==> src/rtl/scl_gen_pkg.sv <==
package scl_gen_pkg;
  localparam int unsigned CNT_W     = 16;
  localparam int unsigned MIN_COUNT = 4;
  localparam logic        SEL_HIGH  = 1'b0;
  localparam logic        SEL_LOW   = 1'b1;
endpackage

==> src/rtl/scl_period_reg.sv <==
module scl_period_reg #(
  parameter int unsigned W      = 16,
  parameter int unsigned FLOOR  = 4,
  parameter logic        MY_SEL = 1'b0
) (
  input  logic         clk,
  input  logic         rst_n,
  input  logic         wr_en,
  input  logic         wr_sel,
  input  logic [W-1:0] wr_data,
  output logic [W-1:0] count_o
);
  localparam logic [W-1:0] FLOOR_V = W'(FLOOR);

  function automatic logic [W-1:0] floor_count(input logic [W-1:0] v);
    return (v < FLOOR_V) ? FLOOR_V : v;
  endfunction

  logic          hit_w;
  logic [W-1:0]  count_q;

  assign hit_w = wr_en && (wr_sel == MY_SEL);

  always_ff @(posedge clk or negedge rst_n) begin
    if (!rst_n)     count_q <= FLOOR_V;
    else if (hit_w) count_q <= floor_count(wr_data);
  end

  assign count_o = count_q;


  count_floor_chk: assert property (@(posedge clk) disable iff (!rst_n)
    count_q >= FLOOR_V);


  count_untouched_chk: assert property (@(posedge clk) disable iff (!rst_n)
    !hit_w |=> $stable(count_q));
endmodule

==> src/rtl/scl_phase_seq.sv <==
module scl_phase_seq #(
  parameter int unsigned W = 16
) (
  input  logic         clk,
  input  logic         rst_n,
  input  logic         enable,
  input  logic         hold,
  input  logic [W-1:0] high_len,
  input  logic [W-1:0] low_len,
  output logic         pull_low,
  output logic         tick_rise,
  output logic         tick_fall
);
  localparam logic [W-1:0] ONE = W'(1);

  logic         run_q, low_q, rise_q, fall_q;
  logic [W-1:0] cnt_q, len_q;

  logic start_w, stall_w, phase_end_w;
  assign start_w     = enable && !run_q;
  assign stall_w     = run_q && low_q && hold;
  assign phase_end_w = run_q && !stall_w && (cnt_q == len_q);

  always_ff @(posedge clk or negedge rst_n) begin
    if (!rst_n) begin
      run_q <= 1'b0; low_q <= 1'b0; cnt_q <= '0; len_q <= '0;
      rise_q <= 1'b0; fall_q <= 1'b0;
    end else if (!enable) begin
      run_q <= 1'b0; low_q <= 1'b0; cnt_q <= '0; len_q <= '0;
      rise_q <= 1'b0; fall_q <= 1'b0;
    end else if (start_w) begin
      run_q <= 1'b1; low_q <= 1'b1; cnt_q <= ONE; len_q <= low_len;
      rise_q <= 1'b0; fall_q <= 1'b1;
    end else if (phase_end_w) begin
      low_q  <= !low_q;
      cnt_q  <= ONE;
      len_q  <= low_q ? high_len : low_len;
      rise_q <= low_q;
      fall_q <= !low_q;
    end else begin
      rise_q <= 1'b0;
      fall_q <= 1'b0;
      if (!stall_w) cnt_q <= cnt_q + ONE;
    end
  end

  assign pull_low  = run_q && low_q;
  assign tick_rise = rise_q;
  assign tick_fall = fall_q;


  ticks_excl_chk: assert property (@(posedge clk) disable iff (!rst_n)
    !(tick_rise && tick_fall));


  fall_in_low_chk: assert property (@(posedge clk) disable iff (!rst_n)
    tick_fall |-> pull_low);


  rise_in_high_chk: assert property (@(posedge clk) disable iff (!rst_n)
    tick_rise |-> (run_q && !pull_low));


  hold_freeze_chk: assert property (@(posedge clk) disable iff (!rst_n)
    (enable && stall_w) |=> (pull_low && $stable(cnt_q)));


  len_stable_chk: assert property (@(posedge clk) disable iff (!rst_n)
    (enable && run_q && !phase_end_w) |=> $stable(len_q));


  release_chk: assert property (@(posedge clk) disable iff (!rst_n)
    !enable |=> (!pull_low && cnt_q == '0));


  start_low_chk: assert property (@(posedge clk) disable iff (!rst_n)
    start_w |=> (pull_low && tick_fall));


  cnt_bound_chk: assert property (@(posedge clk) disable iff (!rst_n)
    run_q |-> (cnt_q >= ONE && cnt_q <= len_q));
endmodule

==> src/rtl/scl_rate_gen.sv <==
module scl_rate_gen
  import scl_gen_pkg::*;
(
  input  logic             clk,
  input  logic             rst_n,
  input  logic             wr_en,
  input  logic             wr_sel,
  input  logic [CNT_W-1:0] wr_data,
  input  logic             enable,
  input  logic             hold,
  output logic             scl_pull_low,
  output logic             tick_rise,
  output logic             tick_fall
);
  logic [CNT_W-1:0] len_w [2];

  for (genvar g = 0; g < 2; g++) begin : g_period
    scl_period_reg #(
      .W     (CNT_W),
      .FLOOR (MIN_COUNT),
      .MY_SEL(g == 0 ? SEL_HIGH : SEL_LOW)
    ) reg_i (
      .clk    (clk),
      .rst_n  (rst_n),
      .wr_en  (wr_en),
      .wr_sel (wr_sel),
      .wr_data(wr_data),
      .count_o(len_w[g])
    );
  end

  scl_phase_seq #(.W(CNT_W)) seq_i (
    .clk      (clk),
    .rst_n    (rst_n),
    .enable   (enable),
    .hold     (hold),
    .high_len (len_w[0]),
    .low_len  (len_w[1]),
    .pull_low (scl_pull_low),
    .tick_rise(tick_rise),
    .tick_fall(tick_fall)
  );
endmodule

==> config.mk <==
export PLATFORM = sky130hd
export DESIGN_NAME = scl_rate_gen
export DESIGN_NICKNAME = d
export VERILOG_FILES = /design/src/rtl/scl_gen_pkg.sv /design/src/rtl/scl_period_reg.sv /design/src/rtl/scl_phase_seq.sv /design/src/rtl/scl_rate_gen.sv
export SDC_FILE = /design/constraint.sdc
export NUM_CORES = 1
export LEC_CHECK = 0
export ABC_AREA = 1
export BUFFER_PORTS_ARGS = -buffer_cell sky130_fd_sc_hd__buf_2
export CORE_MARGIN = 2
export CORE_UTILIZATION = 59
export DETAILED_ROUTE_END_ITERATION = 12
export HOLD_SLACK_MARGIN = 0.05
export PLACE_DENSITY = 0.74
export SLEW_MARGIN = 20
export SYNTH_ARGS = -nofsm -noshare
export SYNTH_HDL_FRONTEND = slang
export SYNTH_SLANG_ARGS = --single-unit
export TNS_END_PERCENT = 1
==> constraint.sdc <==
create_clock -name clk -period 2.2 [get_ports clk]
set_input_delay 0.22 -clock clk [delete_from_list [all_inputs] [get_ports clk]]
set_output_delay 0.22 -clock clk [all_outputs]
set_load 0.01 [all_outputs]
Word level (Yosys, flattened, before mapping) --
Index checks and enable logic that the tools add are counted.
Word-level totals: bits in registers 68, input bits 22, output and inout bits 3
Cells by class: add/subtract/negate cells 1, $lt $le $gt $ge 1, equal/unequal tests 4, mux-type cells 20, bitwise gates (word level) 1, reduce and logical (&&, ||, !) cells 10
Operator list (number):
- $mux W16 | 9
- $add A16 B1 Y16 const B | 1
- $eq A16 B16 Y1 | 1
- $lt A16 B3 Y1 const B | 1
- $mux W1 | 11
- $logic_and A1 B1 Y1 | 7
- $ne A4 B3 Y1 const B | 1
- $logic_not A1 Y1 | 3
- $ne A3 B1 Y1 const B | 1
- $ne A2 B1 Y1 const B | 1
- $not A1 Y1 | 1

Longest topological paths before layout --
word-level depth 8, gate-level depth with buffers 12

By module --
Synthesis repeated with hierarchy kept, for this count alone.
Unflattened totals: cells, all modules 491, area, all modules 3601.0 um2
Modules (own cells, without submodules):
- scl_phase_seq | times used 1, cells an instance 320, area each 2238.4 um2, seq. area each 900.9 um2
- scl_period_reg at g_period[0].reg_i | times used 1, cells an instance 86, area each 686.9 um2, seq. area each 401.6 um2
- scl_period_reg at g_period[1].reg_i | times used 1, cells an instance 85, area each 675.6 um2, seq. area each 401.6 um2

Worst setup path after synthesis --
Ideal clock, no wire load.
path kind register to register, start register seq_i.run_q, end register seq_i.len_q[11], library setup time 0.117 ns, data arrival time 1.477 ns, required time 2.083 ns, setup slack 0.606 ns, stages on the path, launching flop included 9, clock period less this slack 1.594 ns, path through dfrtp_1 -> buf_4 -> nor2_1 -> inv_4 -> nand2_2 -> buf_4 -> mux2_2 -> nand3_1 -> nand2_1
Between the ends: word-level cells in the longest chain between the ends 6
RTL lines:
- start: declaration | line scl_phase_seq.sv:16 | logic run_q, low_q, rise_q, fall_q;
- start signal: assignment | line scl_phase_seq.sv:26 | run_q <= 1'b0; low_q <= 1'b0; cnt_q <= '0; len_q <= '0;
- start signal: assignment | line scl_phase_seq.sv:29 | run_q <= 1'b0; low_q <= 1'b0; cnt_q <= '0; len_q <= '0;
- start signal: assignment | line scl_phase_seq.sv:32 | run_q <= 1'b1; low_q <= 1'b1; cnt_q <= ONE; len_q <= low_len;
- $logic_and A1 B1 Y1 (2 in a row) | line scl_phase_seq.sv:21 | assign stall_w = run_q && low_q && hold;
- $logic_not A1 Y1 | line scl_phase_seq.sv:22 | assign phase_end_w = run_q && !stall_w && (cnt_q == len_q);
- $logic_and A1 B1 Y1 (2 in a row) | line scl_phase_seq.sv:22
- $ne A3 B1 Y1 (no line)
- end signal: assignment | line scl_phase_seq.sv:37 | len_q <= low_q ? high_len : low_len;
- end: declaration | line scl_phase_seq.sv:17 | logic [W-1:0] cnt_q, len_q;
Several ways; a longest one is shown, not always the timed one. A chain may end at the register's enable or synchronous reset.

Final worst setup path --
start register seq_i.cnt_q[0], end register seq_i.cnt_q[12]
Between the ends: word-level cells in the longest chain between the ends 5
RTL lines:
- start: declaration | line scl_phase_seq.sv:17
- start signal: assignment | line scl_phase_seq.sv:43 | if (!stall_w) cnt_q <= cnt_q + ONE;
- $add A16 B1 Y16 / $eq A16 B16 Y1 (equally long branches) | line scl_phase_seq.sv:43, scl_phase_seq.sv:22
- $mux W16 / $logic_and A1 B1 Y1 (equally long branches) | line scl_phase_seq.sv:43, scl_phase_seq.sv:22
- $mux W16 | line scl_phase_seq.sv:34 | end else if (phase_end_w) begin
- $mux W16 | line scl_phase_seq.sv:31 | end else if (start_w) begin
- $mux W16 | line scl_phase_seq.sv:28 | end else if (!enable) begin
Several ways; a longest one is shown, not always the timed one. The select of a mux whose other input is x is not followed.

==> impl_results.md <==
- # IOs: 25
- Nets: 513
- Max Freq: 550.3 MHz
- Setup CP Type: flop to flop
- Prevailing post-synth register cell: dfrtp_1
- CTS root buf: clkbuf_8
- Area growth syn-to-layout: 10.20%
- CP Cell Sequence: ha_1, nand3_1, nor2_1, nand2_1, inv_1, nand2_1, nor2_1, nand2_1, nand2_1, nand2_1, o21ai_1
- Crit-path most repeated cell: nand2_1
- Post-synth EDFFs: 0
- Post-Syn Area: 3583 um^2
- Crit path to: seq_i.cnt_q[12]
- Maximum vdd ir drop: 0.0004754 V
- Cells after synthesis: 465
- Ys Warns: 0
- CP startpoint kind: flop
- Inserted Clock Buffers: 9
- R2R depth: 11
- Vias in the first global route: 2833
- Area after DPL: 3759 um^2
- Final setup fails: 0
- CP max FO: 6
- Ys async rst share: 100.0%
- Clk slew on worst S/H paths: 0.07 ns
- WL/cell: 13.79 um
- Mapped Avg Cell Area: 7.706 um^2
- Initial drt markers: 178
- CP startpoint: seq_i.cnt_q[0]
- Tmin final: 1.817 ns
- CTS H-tree lvls: 3
- Total core area: 5886 um^2
- Antenna Cells: 0
- Setup_tns: 0 ns
- Post-route ant nets: 0
- Cell Count, Final, Fillers Out: 570
- DRC: 0
- Starting Density: 60.88%
- RSZ-0062 raised after global routing: false
- Initial antenna violation count: 0
- Initial DRT Pass Iterations: 5
- Die ar.: 6713 um^2
- Most common cell after layout, fill and taps aside: nand2_1
- Setup crit end kind: flop
- Syn_nets: 488
- # clock sinks: 68
- Gr ovfl total: 0
- Hold WC Path Type: input pin to flop
- Largest net degree at the start of global routing: 69
- IO Port Bufs: 24
- Final period utilization: 82.60%
- Post-synthesis register bit count: 68
- Share of cells above drive strength 1: 14.14%
- PnR Total Power: 2.962 mW
- Worst r2r src: seq_i.cnt_q[0]
- Worst EP arrival: 2.09 ns
- Post-route design area: 3949 um^2
- Post-DP HPWL: 5575 um
- Final Skew: 0.006487 ns
- Die height: 81.94 um
- Number of vias per cell: 5.377
- Max Cap Viol: 0
- Final slew viol count: 0
- Pwr Density: 750.0 nW/um^2
- Library cells used by synthesis: 33
- Total number of vias: 3065
- Deepest clock path buffer count: 2
- CP max stage cell: dfrtp_1
- R2R Setup Slk: 0.38 ns
- Final Util: 67.09%
- Sequential area share after synthesis: 47.56%
- CTS tree: yes
- Status: finished clean
- Measured slew at the worst slew-check pin: 0.4441 ns
- Commonest cells after routing, fill and taps aside: 161 x nand2_1, 66 x dfrtp_1, 51 x inv_1
- Die width: 81.94 um
- Placed insts: 553
- Total Wirelength: 7862 um
- Final Hold Viols: 0
- First-pass GRT wire length: 13230 um
- Slew margin rel.: 70.36%
- Delay of the slowest cell on the worst path: 0.48 ns
- GRT Overall Usage: 26.24%
- Critical path required time: 2.47 ns
- Leakage power: 1.994 nW
- Row cnt: 28
- Placer Congestion: 0.9000
- Latest clock arrival within the worst-skew pair: 0.35 ns
- Worst r2r dst: seq_i.cnt_q[12]
==> final cells by class <==
| class | count | area [um^2] |
|---|---|---|
| Clock buffer | 13 | 158.9 |
| Clock inverter | 3 | 21.27 |
| Fill cell | 510 | 1937 |
| Inverter | 60 | 230.2 |
| Multi-Input combinational cell | 321 | 1560 |
| Sequential cell | 68 | 1704 |
| Tap cell | 75 | 93.84 |
| Timing Repair Buffer | 30 | 180.2 |
==> per-layer routing <==
layer / track usage (%) / up-vias / wire (um) / share of wire, %
met5: 0 / - / 0 / 0
li1: - / 1523 / - / -
met4: 12.17 / 0 / 146 / 1.9
met1: 34.00 / 1431 / 3563 / 45
met2: 42.60 / 95 / 3763 / 48
met3: 4.945 / 16 / 388 / 4.9
==> flip-flops by register name, summed over array words and instances (netlist names) <==
signal	flops
g_period.reg_i.count_o	32
seq_i.cnt_q	16
seq_i.len_q	16
seq_i.low_q	1
seq_i.run_q	1
seq_i.tick_fall	1
seq_i.tick_rise	1
==> cells by family after synthesis <==
| logic type | after synthesis | share of synthesized area (%) |
|---|---|---|
| and+or+nand+nor | 245 | 29.85 |
| buffers and inverters | 76 | 8.903 |
| DFF | 68 | 47.56 |
| AOI/OAI and AO/OA | 55 | 7.821 |
| xor gates and xnor gates | 11 | 2.688 |
| muxes | 9 | 2.828 |
| adders and majority gates | 1 | 0.3491 |
==> power breakdown <==
group | leakage, nW | internal (mW) | switching [mW]
sequential | 0.882 | 1.37 | 0.0923
clock | 0.0896 | 0.472 | 0.488
combinational | 1.02 | 0.203 | 0.333
==> stage by stage <==
step	hold WS, ns	worst slack, ns
6_report	0.09105	0.3828
3_3_place_gp	0.2640	0.4582
4_1_cts	0.07958	0.4123
5_1_grt	0.1096	0.1350
2_1_floorplan	-0.07559	0.6063
3_5_place_dp	0.2627	0.4395
==> synthesized netlist by cell type (6+ instances only) <==
cell type  number  area, um^2
inv_2           7       26.28
nor3_1          9       45.04
dfrtp_1        66        1652
a21oi_1         9       45.04
o21ai_0        40       200.2
mux2_2          8       90.09
clkbuf_1        8       30.03
nand3_1        29       145.1
inv_1          51       191.4
xor2_1          6       52.55
nand4_1        12       75.07
nand2_1       161       604.3
nor2_1         23       86.33
==> worst max-delay path, delay by kind of cell, from the launching register on <==
family,cells,cell delay [ns]
compound gates,1,0.11
fa+ha+maj,1,0.23
buf+inv,1,0.08
flops,1,0.48
simple gates,8,0.84
==> timing repair <==
item	in CTS	in global routing
setup buffers	0	0
gates resized for setup	0	0
hold buffers	1	0
endpoints found under the hold margin	66	0
==> worst min-delay path by stage <==
stage,from,end,slack (ns),cells past startpoint
global placement,rst_n,seq_i.cnt_q[2],0.26,2
global route,wr_data[9],g_period[1].reg_i.count_o[9],0.11,3
CTS,wr_data[10],g_period[0].reg_i.count_o[10],0.08,3
detailed placement,rst_n,seq_i.cnt_q[2],0.26,2
finish,wr_data[10],g_period[0].reg_i.count_o[10],0.09,3
floorplan,rst_n,g_period[0].reg_i.count_o[0],-0.08,0
No activity file was read; power rests on OpenSTA's default activity.
